**config.mk**
```make
export PLATFORM = sky130hd
export DESIGN_NAME = wcd_chain
export DESIGN_NICKNAME = d
export VERILOG_FILES = /design/src/rtl/wcd_pkg.sv /design/src/rtl/wcd_stage.sv /design/src/rtl/wcd_enable_chain.sv /design/src/rtl/wcd_reload_ctl.sv /design/src/rtl/wcd_chain.sv
export SDC_FILE = /design/constraint.sdc
export NUM_CORES = 1
export LEC_CHECK = 0
export ABC_AREA = 1
export CORE_UTILIZATION = 56
export DETAILED_ROUTE_END_ITERATION = 16
export DONT_BUFFER_PORTS = 1
export PLACE_DENSITY = 0.71
export SYNTH_ARGS = -nofsm -noshare
export SYNTH_HDL_FRONTEND = slang
export SYNTH_SLANG_ARGS = --single-unit
```
**constraint.sdc**
```tcl
create_clock -name clk -period 4.8 [get_ports clk]
set_input_delay 0.48 -clock clk [delete_from_list [all_inputs] [get_ports clk]]
set_output_delay 0.48 -clock clk [all_outputs]
set_load 0.05 [all_outputs]
```
**src/rtl/wcd_pkg.sv**
```systemverilog
package wcd_pkg;

    // Per-edge decision taken by each counter stage.
    typedef enum logic [1:0] {
        SM_HOLD  = 2'd0,
        SM_COUNT = 2'd1,
        SM_LOAD  = 2'd2
    } stage_mode_t;

endpackage

```
**src/rtl/wcd_stage.sv**
```systemverilog
module wcd_stage #(
    parameter int STAGE_W = 8
) (
    input  logic               clk,
    input  logic               rst,
    input  logic               ce_n,
    input  logic               pe,
    input  logic [STAGE_W-1:0] pdata,
    output logic [STAGE_W-1:0] q,
    output logic               tc_n
);
    import wcd_pkg::*;

    stage_mode_t        mode;
    logic [STAGE_W-1:0] q_nxt;

    // Mode selection: a load wins over counting; counting over holding.
    always_comb begin
        if (pe)
            mode = SM_LOAD;
        else if (!ce_n)
            mode = SM_COUNT;
        else
            mode = SM_HOLD;
    end

    // Next-value output logic per mode.
    always_comb begin
        unique case (mode)
            SM_LOAD:  q_nxt = pdata;
            SM_COUNT: q_nxt = q + {{(STAGE_W-1){1'b0}}, 1'b1};
            SM_HOLD:  q_nxt = q;
            default:  q_nxt = q;
        endcase
    end

    // State register with asynchronous clear.
    always_ff @(posedge clk or posedge rst) begin
        if (rst)
            q <= '0;
        else
            q <= q_nxt;
    end

    assign tc_n = ~(&q);

endmodule

```
**src/rtl/wcd_enable_chain.sv**
```systemverilog
module wcd_enable_chain #(
    parameter int N_STAGES = 4
) (
    input  logic                cnt_en_n,
    input  logic [N_STAGES-2:0] lower_tc_n,
    output logic [N_STAGES-1:0] stage_ce_n
);
    // Stage 0 sees the external enable alone; each higher stage sees the
    // OR of the enable and every lower stage's terminal-count flag.
    assign stage_ce_n[0] = cnt_en_n;

    for (genvar i = 1; i < N_STAGES; i++) begin : g_gate
        assign stage_ce_n[i] = cnt_en_n | (|lower_tc_n[i-1:0]);
    end

endmodule

```
**src/rtl/wcd_reload_ctl.sv**
```systemverilog
module wcd_reload_ctl #(
    parameter int N_STAGES = 4
) (
    input  logic                load,
    input  logic                div_mode,
    input  logic                cnt_en_n,
    input  logic [N_STAGES-1:0] stage_tc_n,
    output logic [N_STAGES-1:0] stage_pe,
    output logic                div_out_n
);
    logic reload;

    // Chain terminal count: low only when every stage is all ones.
    assign div_out_n = |stage_tc_n;

    // One shared reload term, fanned out to every stage's parallel load.
    assign reload = load | (div_mode & ~cnt_en_n & ~div_out_n);

    for (genvar i = 0; i < N_STAGES; i++) begin : g_pe
        assign stage_pe[i] = reload;
    end

endmodule

```
**src/rtl/wcd_chain.sv**
```systemverilog
module wcd_chain #(
    parameter int STAGE_W  = 8,
    parameter int N_STAGES = 4,
    localparam int TOTAL_W = STAGE_W * N_STAGES
) (
    input  logic                clk,
    input  logic                rst,
    input  logic                cnt_en_n,
    input  logic                load,
    input  logic                div_mode,
    input  logic [TOTAL_W-1:0]  preset,
    output logic [TOTAL_W-1:0]  count,
    output logic [N_STAGES-1:0] stage_tc_n,
    output logic                div_out_n
);
    logic [N_STAGES-1:0] stage_ce_n;
    logic [N_STAGES-1:0] stage_pe;

    wcd_enable_chain #(.N_STAGES(N_STAGES)) u_enable (
        .cnt_en_n   (cnt_en_n),
        .lower_tc_n (stage_tc_n[N_STAGES-2:0]),
        .stage_ce_n (stage_ce_n)
    );

    wcd_reload_ctl #(.N_STAGES(N_STAGES)) u_reload (
        .load       (load),
        .div_mode   (div_mode),
        .cnt_en_n   (cnt_en_n),
        .stage_tc_n (stage_tc_n),
        .stage_pe   (stage_pe),
        .div_out_n  (div_out_n)
    );

    for (genvar i = 0; i < N_STAGES; i++) begin : g_stage
        wcd_stage #(.STAGE_W(STAGE_W)) u_stage (
            .clk   (clk),
            .rst   (rst),
            .ce_n  (stage_ce_n[i]),
            .pe    (stage_pe[i]),
            .pdata (preset[i*STAGE_W +: STAGE_W]),
            .q     (count[i*STAGE_W +: STAGE_W]),
            .tc_n  (stage_tc_n[i])
        );
    end

endmodule

```
Yosys cells after proc, flatten, opt, wreduce, memory -nomap -nowiden
Index checks and enable logic that the tools add are counted.

word-level totals
  bits in registers = 32
  input port bits = 37
  word-level logic and storage cells = 51

cells by class
  $add $sub $neg = 4
  equal/unequal tests = 8
  muxes and demuxes = 12
  bitwise operators = 12
  reduce and logical (&&, ||, !) cells = 11

operator list
  cell                   number
  $pmux W8 S2            4
  $add A8 B1 Y8 const B  4
  $reduce_and A8 Y1      4
  $eq A2 B1 Y1 const B   4
  $eq A2 B2 Y1 const B   4
  $mux W2                4
  $reduce_bool A2 Y1     4
  $not A1 Y1             6
  $mux W1                4
  $or A1 B1 Y1           4
  $reduce_or A4 Y1       1
  $reduce_or A3 Y1       1
  $and A1 B1 Y1          2
  $reduce_or A2 Y1       1

Depth between registers and ports, before layout
Gate-level depths: netlist of the first run.

  depth after elaboration = 9
  gate-level depth with buffers = 11
  gate-level depth less buffers = 11

Modules after synthesis
A second synthesis of the first run with hierarchy kept.

second synthesis, totals
  cells, all modules = 327
  area, all modules = 2197.1 um^2

by module, submodules not included
  module            instances  cells each  area an instance (um^2)  sequential area each (um^2)
  wcd_stage         4          77          525.5                    200.2
  wcd_reload_ctl    1          12          61.3                     0.0
  wcd_enable_chain  1          7           33.8                     0.0

Worst setup path after synthesis of the first run
Ideal clock, no wire load.

  kind = register to output
  from = register g_stage[1].u_stage.q[0]
  to = output port div_out_n
  arrival time = 1868 ps
  slack = 2452 ps
  stages on the path, launching flop included = 7
  cell sequence = dfrtp_1 ha_1 nand3_1 inv_1 nand2_2 nor2_1 nand4_1

on the way
  word-level cells in the longest chain between the ends = 3

ends and longest elaborated chain
  what                         RTL line              text
  start, declared              wcd_stage.sv:9        output logic [STAGE_W-1:0] q,
  start signal, assigned       wcd_stage.sv:42       q <= q_nxt;
  $reduce_and A8 Y1            wcd_stage.sv:45       assign tc_n = ~(&q);
  $not A1 Y1                   wcd_stage.sv:45
  net g_stage[1].u_stage.tc_n  wcd_stage.sv:10       output logic tc_n
  $reduce_or A4 Y1             wcd_reload_ctl.sv:14  assign div_out_n = |stage_tc_n;
  end, declared                wcd_chain.sv:14       output logic div_out_n

The timed path passes the listed nets, and every way through them passes these cells.

Worst setup path in the final report of the first run
  from = register g_stage[3].u_stage.q[0]
  to = register g_stage[2].u_stage.q[5]

on the way
  word-level cells in the longest chain between the ends = 9
  elaborated cells between the ends (all ways) = 11

ends and longest elaborated chain
  what                                               RTL line              text
  start, declared                                    wcd_stage.sv:9
  start signal, assigned                             wcd_stage.sv:42
  $reduce_and A8 Y1 *                                wcd_stage.sv:45
  $not A1 Y1 *                                       wcd_stage.sv:45
  net stage_tc_n[3]                                  wcd_chain.sv:13       output logic [N_STAGES-1:0] stage_tc_n,
  $reduce_or A4 Y1 *                                 wcd_reload_ctl.sv:14
  $not A1 Y1 *                                       wcd_reload_ctl.sv:17  assign reload = load | (div_mode & ~cnt_en_n & ~div_out_n);
  $and A1 B1 Y1 *                                    wcd_reload_ctl.sv:17
  $or A1 B1 Y1 *                                     wcd_reload_ctl.sv:17
  $mux W2 *                                          wcd_stage.sv:19       if (pe)
  $eq A2 B1 Y1 or $eq A2 B2 Y1 (tied branches)       wcd_stage.sv:29       unique case (mode)
  $pmux W8 S2 or $reduce_bool A2 Y1 (tied branches)  n/a
  end signal, assigned                               wcd_stage.sv:42
  end, declared                                      wcd_stage.sv:9

The timed path passes the listed nets; every way through them passes the cells marked *.
A chain may end at the register's enable or synchronous reset.

==> run summary, run 1 <==
Post-Syn Instances - 322
Critical Path AT - 3.35 ns
Worst VDD drop - 0.152 mV
crit-path max FO - 39
layout cell share with drive strength beyond 1 - 8.95%
hpwl dp - 3750 um
clk_lat worst skew - 0.28 ns
vias in the first global route - 1,901
max-cap violations - 0
Synth area leader - dfrtp_1
drt pass-1 iters - 4
area of the multi-input gates - 1250 um^2
Die Wd - 66.8 um
clk root buf - clkbuf_8
DRT iter0 DRCs - 185
number of clock sinks - 32
post-route ant nets - 0
via count - 2,074
Hold WS - 0.167 ns
Hold Path Class - in2async
status - complete, no violations
RSZ-0062 raised after global routing - false
Post-Syn Nets - 363
Total Nets Final - 354
top cells by area, synth - dfrtp_1 (34%), nand2_1 (14%), nand4_1 (12%)
WL final - 5360 um
critical path required time - 4.97 ns
GPL Wtd Cong - 0.842
pin count of the biggest net entering global routing - 45
static leakage - 1.17 nW
Max Clock Skew - 0.00661 ns
first-pass GRT wire length - 8650 um
I/O pin total - 74
Worst Setup End Kind - flop
DRC viols - 0
Yosys warnings - 0
register area share after synthesis - 34.0%
std cell rows - 23
postcts setup bufs - 0
Worst-Margin Slew - 0.718 ns
routed vias/inst - 5.71
initial antenna violation count - 0
biggest regs - g_stage.u_stage.q x32
kind of critical path - reg2reg
CTS tree - done
headroom to the max-slew limit - 52.0%
final slew viol count - 0
hold-fix buffers at CTS - 0
NetSw - 0.297 mW
CP Launch Type - flop
post-synth top area share - 34.0%
period utilization - 66.2%
Max Fclk - 315 MHz
setup TNS - 0 ns
Pint - 0.430 mW
Synth-to-Final Area Change - 0.585%
CORE AREA - 4030 um^2
port bufs - 0
gr ovfl total - 0
Total Routing Usage GR - 25.7%
die span in y - 66.8 um
Syn Area/Cell - 7.31 um^2
Netlist cell types - 26
synthesized area - 2350 um^2
Post-CTS Resized - 0
CTS clock-pin slew for the worst setup and hold paths - 0.07 ns
Switching Share - 40.9%
register area - 801 um^2
sequential power share - 58.5%
Fill cells - 384
min cycle time layout - 3.18 ns
Setup Viol. Count Final - 0
Biggest register - g_stage.u_stage.q
DIE AREA - 4470 um^2
wire per inst - 14.8 um
Initial Util - 58.4%
Largest register FFs - 32
Combinational Power Share - 14.2%
antenna diode count - 0
power density over cell area - 307 nW/um^2
H-tree levels - 2
Seq cells post-synth - 32
CTS max path bufs - 2
Final Hold Viols - 0
Clock Power Share - 27.3%
TritonCTS buffer count - 5
[cells in the final DEF, fill, tap and decap left out]
cell / synthesis / routed
nor2_1: 14 / 14
nand2_4: 2 / 2
ha_1: 4 / 4
buf_4: 4 / 1
xor2_1: 12 / 12
nand4_1: 46 / 46
nor3_1: 1 / 1
clkinv_2: 0 / 1
nand3b_1: 1 / 1
nor2_4: 6 / 6
inv_1: 38 / 38
dfrtp_1: 32 / 32
a21oi_1: 1 / 1
nor3_2: 1 / 1
nand3_1: 41 / 41
clkbuf_1: 1 / 1
nand2_2: 3 / 3
o21ai_0: 3 / 3
nor3b_1: 1 / 1
nor2_2: 1 / 1
clkbuf_8: 0 / 5
nand2_1: 87 / 87
xnor2_1: 3 / 3
nand3_4: 2 / 2
inv_2: 6 / 6
[final timing paths]
path	depth (start not counted)	startpoint	slack [ns]	end
hold reg to reg	4	g_stage[1].u_stage.q[7]$_DFFE_PP0P_	0.88	g_stage[1].u_stage.q[7]$_DFFE_PP0P_
hold / removal	2	rst	0.17	g_stage[0].u_stage.q[2]$_DFFE_PP0P_
setup / recovery	10	g_stage[3].u_stage.q[0]$_DFFE_PP0P_	1.62	g_stage[2].u_stage.q[5]$_DFFE_PP0P_
max in group asynchronous	2	rst	4.33	g_stage[2].u_stage.q[5]$_DFFE_PP0P_
setup reg to reg	10	g_stage[3].u_stage.q[0]$_DFFE_PP0P_	1.62	g_stage[2].u_stage.q[5]$_DFFE_PP0P_
min in group clk	2	preset[15]	0.31	g_stage[1].u_stage.q[7]$_DFFE_PP0P_
[metrics by stage]
step / total power [mW] / area [um^2] / util [%] / instances / setup WS (ns)
2_1_floorplan: 0.511 / 2350 / - / 322 / 2.45
3_3_place_gp: 0.530 / 2290 / 56.8 / 356 / 1.74
3_5_place_dp: 0.535 / 2290 / 56.8 / 356 / 1.60
4_1_cts: 0.734 / 2370 / 58.8 / 363 / 1.59
5_1_grt: 0.767 / 2370 / 58.8 / 363 / 1.37
6_report: 0.727 / 2370 / 58.8 / 363 / 1.62
[cells in the mapped netlist, drive strengths merged]
cell type	number
buf	16
xor2	12
nand4	46
nand3b	1
nor3b	1
clkbuf	1
nor2	21
xnor2	3
o21ai	3
inv	44
dfrtp	32
ha	4
a21oi	1
nor3	2
nand2	92
nand3	43
[per-layer routing]
metal	GRT usage [%]	routed length (um)
met4	10.9	68
met2	39.9	2490
met3	7.36	372
met1	33.1	2430
met5	0	0
[kinds of logic (layout without fill, tap and decap cells)]
logic type	Yosys count	in the layout	synth area share, %
buffers and inverters	61	52	12.7
AND/OR/NAND/NOR	206	206	44.7
XOR/XNOR	15	15	5.58
flip-flops	32	32	34.0
adder cells (fa/ha/maj)	4	4	2.13
AO/OA/AOI/OAI	4	4	0.850
[power by group through the flow]
| stage | clock, mW | sequential [mW] | combinational (mW) |
|---|---|---|---|
| 6_report | 0.198 | 0.426 | 0.103 |
| 5_1_grt | 0.215 | 0.431 | 0.121 |
| 4_1_cts | 0.204 | 0.426 | 0.104 |
| 3_5_place_dp | 0 | 0.431 | 0.104 |
| 3_3_place_gp | 0 | 0.430 | 0.101 |
| 2_1_floorplan | 0 | 0.419 | 0.0920 |
[worst max-delay path, stage by stage (launching register included)]
cell	delay, ns
dfrtp_1	0.71
ha_1	0.29
nand2_1	0.10
nor2_4	0.17
nand2_1	0.37
nor2_2	0.27
nand3_4	0.37
nand2_4	0.47
inv_2	0.16
nand3_1	0.10
nand2_1	0.05
[area by class of cell]
cell class	instances	area share (%)
Multi-Input combinational cell	229	53.0
Sequential cell	32	33.8
Inverter	44	6.98
Clock buffer	6	3.07
Tap cell	50	2.64
Timing Repair Buffer	1	0.317
Clock inverter	1	0.211
No activity file was read; power rests on OpenSTA's default activity.
==> run 2, diff against run 1 <==
--- a/config.mk
+++ b/config.mk
@@ -5,7 +5,7 @@
 export SDC_FILE = /design/constraint.sdc
 export NUM_CORES = 1
 export LEC_CHECK = 0
-export ABC_AREA = 1
+export ABC_AREA = 0
 export CORE_UTILIZATION = 56
 export DETAILED_ROUTE_END_ITERATION = 16
 export DONT_BUFFER_PORTS = 1
==> constraint.sdc (replaced) <==
create_clock -name clk -period 3.1 [get_ports clk]
set_input_delay 0.31 -clock clk [delete_from_list [all_inputs] [get_ports clk]]
set_output_delay 0.31 -clock clk [all_outputs]
set_load 0.05 [all_outputs]
==> run summary, run 2 <==
status - complete, no violations (unchanged)
most frequent cells in the layout - nor2_1 (35), buf_4 (33), dfrtp_1 (32) (was nand2_1 (87), nand4_1 (46), nand3_1 (41))
Synth area leader - dfrtp_1 (unchanged)
register area share after synthesis - 43.0% (was 34.0%)
r2r startpoint - g_stage[0].u_stage.q[0]$_DFFE_PP0P_ (was g_stage[3].u_stage.q[0]$_DFFE_PP0P_)
Die Wd - 59.6 um (was 66.8 um)
Max Fclk - 381 MHz
DRC viols - 0 (unchanged)
R2R Setup Slk - 0.70 ns (was 1.62 ns)
CTS max path bufs - 2 (unchanged)
hold-fix buffers at CTS - 1 (was 0)
Netlist cell types - 35 (was 26)
hpwl dp - 3150 um (was 3750 um)
layout cell share with drive strength beyond 1 - 19.9% (was 8.95%)
Initial Util - 60.0% (was 58.4%)
crit-path max FO - 4 (was 39)
EDFF count, synth - 0 (unchanged)
commonest non-fill, non-tap cell in the layout - nor2_1 (was nand2_1)
I/O pin total - 74 (unchanged)
post-synth top area share - 43.0% (was 34.0%)
antenna diode count - 0 (unchanged)
Worst Setup End Kind - primary output (was flop)
synthesized area - 1860 um^2 (was 2350 um^2)
PnR Total Power - 1.13 mW (was 0.727 mW)
Critical path destination - div_out_n (was g_stage[2].u_stage.q[5]$_DFFE_PP0P_)
slowest CP cell - dfrtp_1 (unchanged)
die span in y - 59.6 um (was 66.8 um)
min cycle time layout - 2.62 ns
DRT iter0 DRCs - 77 (was 185)
Non-Filler Instances - 280 (was 363)
H-tree levels - 2 (unchanged)
RSZ-0062 raised after global routing - false (unchanged)
most common cell in the netlist - nor2_1 (was nand2_1)
critical path required time - 2.79 ns (was 4.97 ns)
period utilization - 84.6%
top cells by area, synth - dfrtp_1 (43%), a21oi_1 (7.5%), nor2_1 (7.1%) (was dfrtp_1 (34%), nand2_1 (14%), nand4_1 (12%))
Setup Viol. Count Final - 0 (unchanged)
CTS tree - done (unchanged)
clk root buf - clkbuf_4 (was clkbuf_8)
WL final - 4240 um (was 5360 um)
kind of critical path - reg2out (was reg2reg)
Yosys warnings - 0 (unchanged)
biggest regs - g_stage.u_stage.q x32 (unchanged)
Biggest register - g_stage.u_stage.q (unchanged)
Critical Path Source - g_stage[0].u_stage.q[0]$_DFFE_PP0P_ (was g_stage[3].u_stage.q[0]$_DFFE_PP0P_)
wire per inst - 15.1 um (was 14.8 um)
pin count of the biggest net entering global routing - 37 (was 45)
worst r2r dst - g_stage[0].u_stage.q[0]$_DFFE_PP0P_ (was g_stage[2].u_stage.q[5]$_DFFE_PP0P_)
CP Launch Type - flop (unchanged)
gr ovfl total - 0 (unchanged)
Largest register FFs - 32 (unchanged)
power density over cell area - 521 nW/um^2 (was 307 nW/um^2)
asr flop ratio synth - 100% (unchanged)
Worst-Margin Slew - 0.581 ns (was 0.718 ns)
TritonCTS buffer count - 5 (unchanged)
drt pass-1 iters - 4 (unchanged)
Max Clock Skew - 0.0116 ns (was 0.00661 ns)
postcts setup bufs - 0 (unchanged)
static leakage - 0.854 nW (was 1.17 nW)
CTS clock-pin slew for the worst setup and hold paths - 0.10 ns (was 0.07 ns)
DIE AREA - 3560 um^2 (was 4470 um^2)
crit path cell chain - ha_1 -> nand3_1 -> nor4_1 -> nand3_1 -> buf_4 (was ha_1 -> nand2_1 -> nor2_4 -> nand2_1 -> nor2_2 -> nand3_4 -> nand2_4 -> inv_2 -> nand3_1 -> nand2_1)
Total Routing Usage GR - 26.4% (was 25.7%)
first-pass GRT wire length - 6950 um (was 8650 um)
CP dominant cell by count - nand3_1 (was nand2_1)
Crit path largest cell delay - 0.70 ns (was 0.71 ns)
Total Nets Final - 276 (was 354)
Post-CTS Resized - 0 (unchanged)
CORE AREA - 3100 um^2 (was 4030 um^2)
clk_lat worst skew - 0.35 ns (was 0.28 ns)
headroom to the max-slew limit - 61.3% (was 52.0%)
setup TNS - 0 ns (unchanged)
final slew viol count - 0 (unchanged)
placed cell count - 271 (was 356)
leading cell types by count after synthesis - nor2_1 (35), dfrtp_1 (32), a21oi_1 (28), xnor2_1 (15), nand3_1 (14) (was nand2_1 (87), nand4_1 (46), nand3_1 (41), inv_1 (38), dfrtp_1 (32))
number of clock sinks - 32 (unchanged)
via count - 1,623 (was 2,074)
Final Hold Viols - 0 (unchanged)
port bufs - 0 (unchanged)
post-route ant nets - 0 (unchanged)
Worst VDD drop - 0.329 mV (was 0.152 mV)
Critical Path AT - 2.31 ns (was 3.35 ns)
Synth-to-Final Area Change - 16.9% (was 0.585%)
vias in the first global route - 1,548 (was 1,901)
R2R depth - 6 (was 10)
Synth Flop Type - dfrtp_1 (unchanged)
routed vias/inst - 5.80 (was 5.71)
Syn Area/Cell - 8.99 um^2 (was 7.31 um^2)
initial antenna violation count - 0 (unchanged)
Hold Path Class - in2reg (was in2async)
GPL Wtd Cong - 0.851 (was 0.842)
Post-Syn Instances - 207 (was 322)
Seq cells post-synth - 32 (unchanged)
max-cap violations - 0 (unchanged)
Post-Syn Nets - 248 (was 363)
std cell rows - 20 (was 23)
## run 2: cell types whose count changed after synthesis, moves of 6 or more
cell / delta
nand2_1: -78
nand4_1: -37
nor2_1: +21
a21oi_1: +27
inv_1: -37
nand3_1: -27
xnor2_1: +12
nor2_4: -6
buf_6: -7
## run 2: worst min-delay path by stage
stage	startpoint	to	slack, ns	cells after the start
after floorplan	rst	g_stage[0].u_stage.q[0]$_DFFE_PP0P_	0.43	1
after global placement	rst	g_stage[2].u_stage.q[0]$_DFFE_PP0P_	0.31	2
after detailed placement	rst	g_stage[2].u_stage.q[0]$_DFFE_PP0P_	0.31	2
after CTS	preset[0]	g_stage[0].u_stage.q[0]$_DFFE_PP0P_	0.11	1
after global routing	preset[0]	g_stage[0].u_stage.q[0]$_DFFE_PP0P_	0.10	1
final	preset[0]	g_stage[0].u_stage.q[0]$_DFFE_PP0P_	0.12	1
## run 2: per-stage QoR
| stage | area, um^2 | utilization [%] | setup slack [ns] | hold slack [ns] |
|---|---|---|---|---|
| finish | 2170 | 70.1 | 0.479 | 0.115 |
| global placement | 2110 | 67.9 | 0.757 | 0.305 |
| detailed placement | 2110 | 67.9 | 0.721 | 0.313 |
| floorplan | 1860 | - | 0.860 | 0.426 |
| global route | 2170 | 70.1 | 0.235 | 0.102 |
| CTS | 2170 | 70.1 | 0.480 | 0.112 |
## run 2: kinds of logic after synthesis
kind of cell | share of synthesized area, %
AO/OA/AOI/OAI | 10.1
XOR/XNOR | 12.7
AND/OR/NAND/NOR | 24.8
buffers and inverters | 4.44
flip-flops | 43.0
multiplexers | 2.22
adder cells (fa/ha/maj) | 2.69
## run 2: final cells by class
type | instances | area, um^2
Multi-Input combinational cell | 159 | 988
Fill cell | 271 | 928
Sequential cell | 32 | 801
Timing Repair Buffer | 34 | 258
Clock buffer | 8 | 58.8
Tap cell | 44 | 55.1
Inverter | 3 | 13.8
## run 2: power breakdown
part	switching, mW	internal [mW]
Clock	0.144	0.112
Sequential	0.0448	0.458
Combinational	0.261	0.113
## run 2: routing by layer
metal	track usage (%)	wire, um	up-vias
met2	42.4	2060	70
li1	-	-	778
met1	34.2	1790	764
met5	0	0	-
met4	7.64	52	0
met3	8.30	332	11
## run 2: worst max-delay path: cells and delay by family, from the launching register on
kind,cells,cell delay [ns]
AND/OR/NAND/NOR,3,0.74
flip-flops,1,0.70
adder cells (fa/ha/maj),1,0.28
buffers and inverters,1,0.24
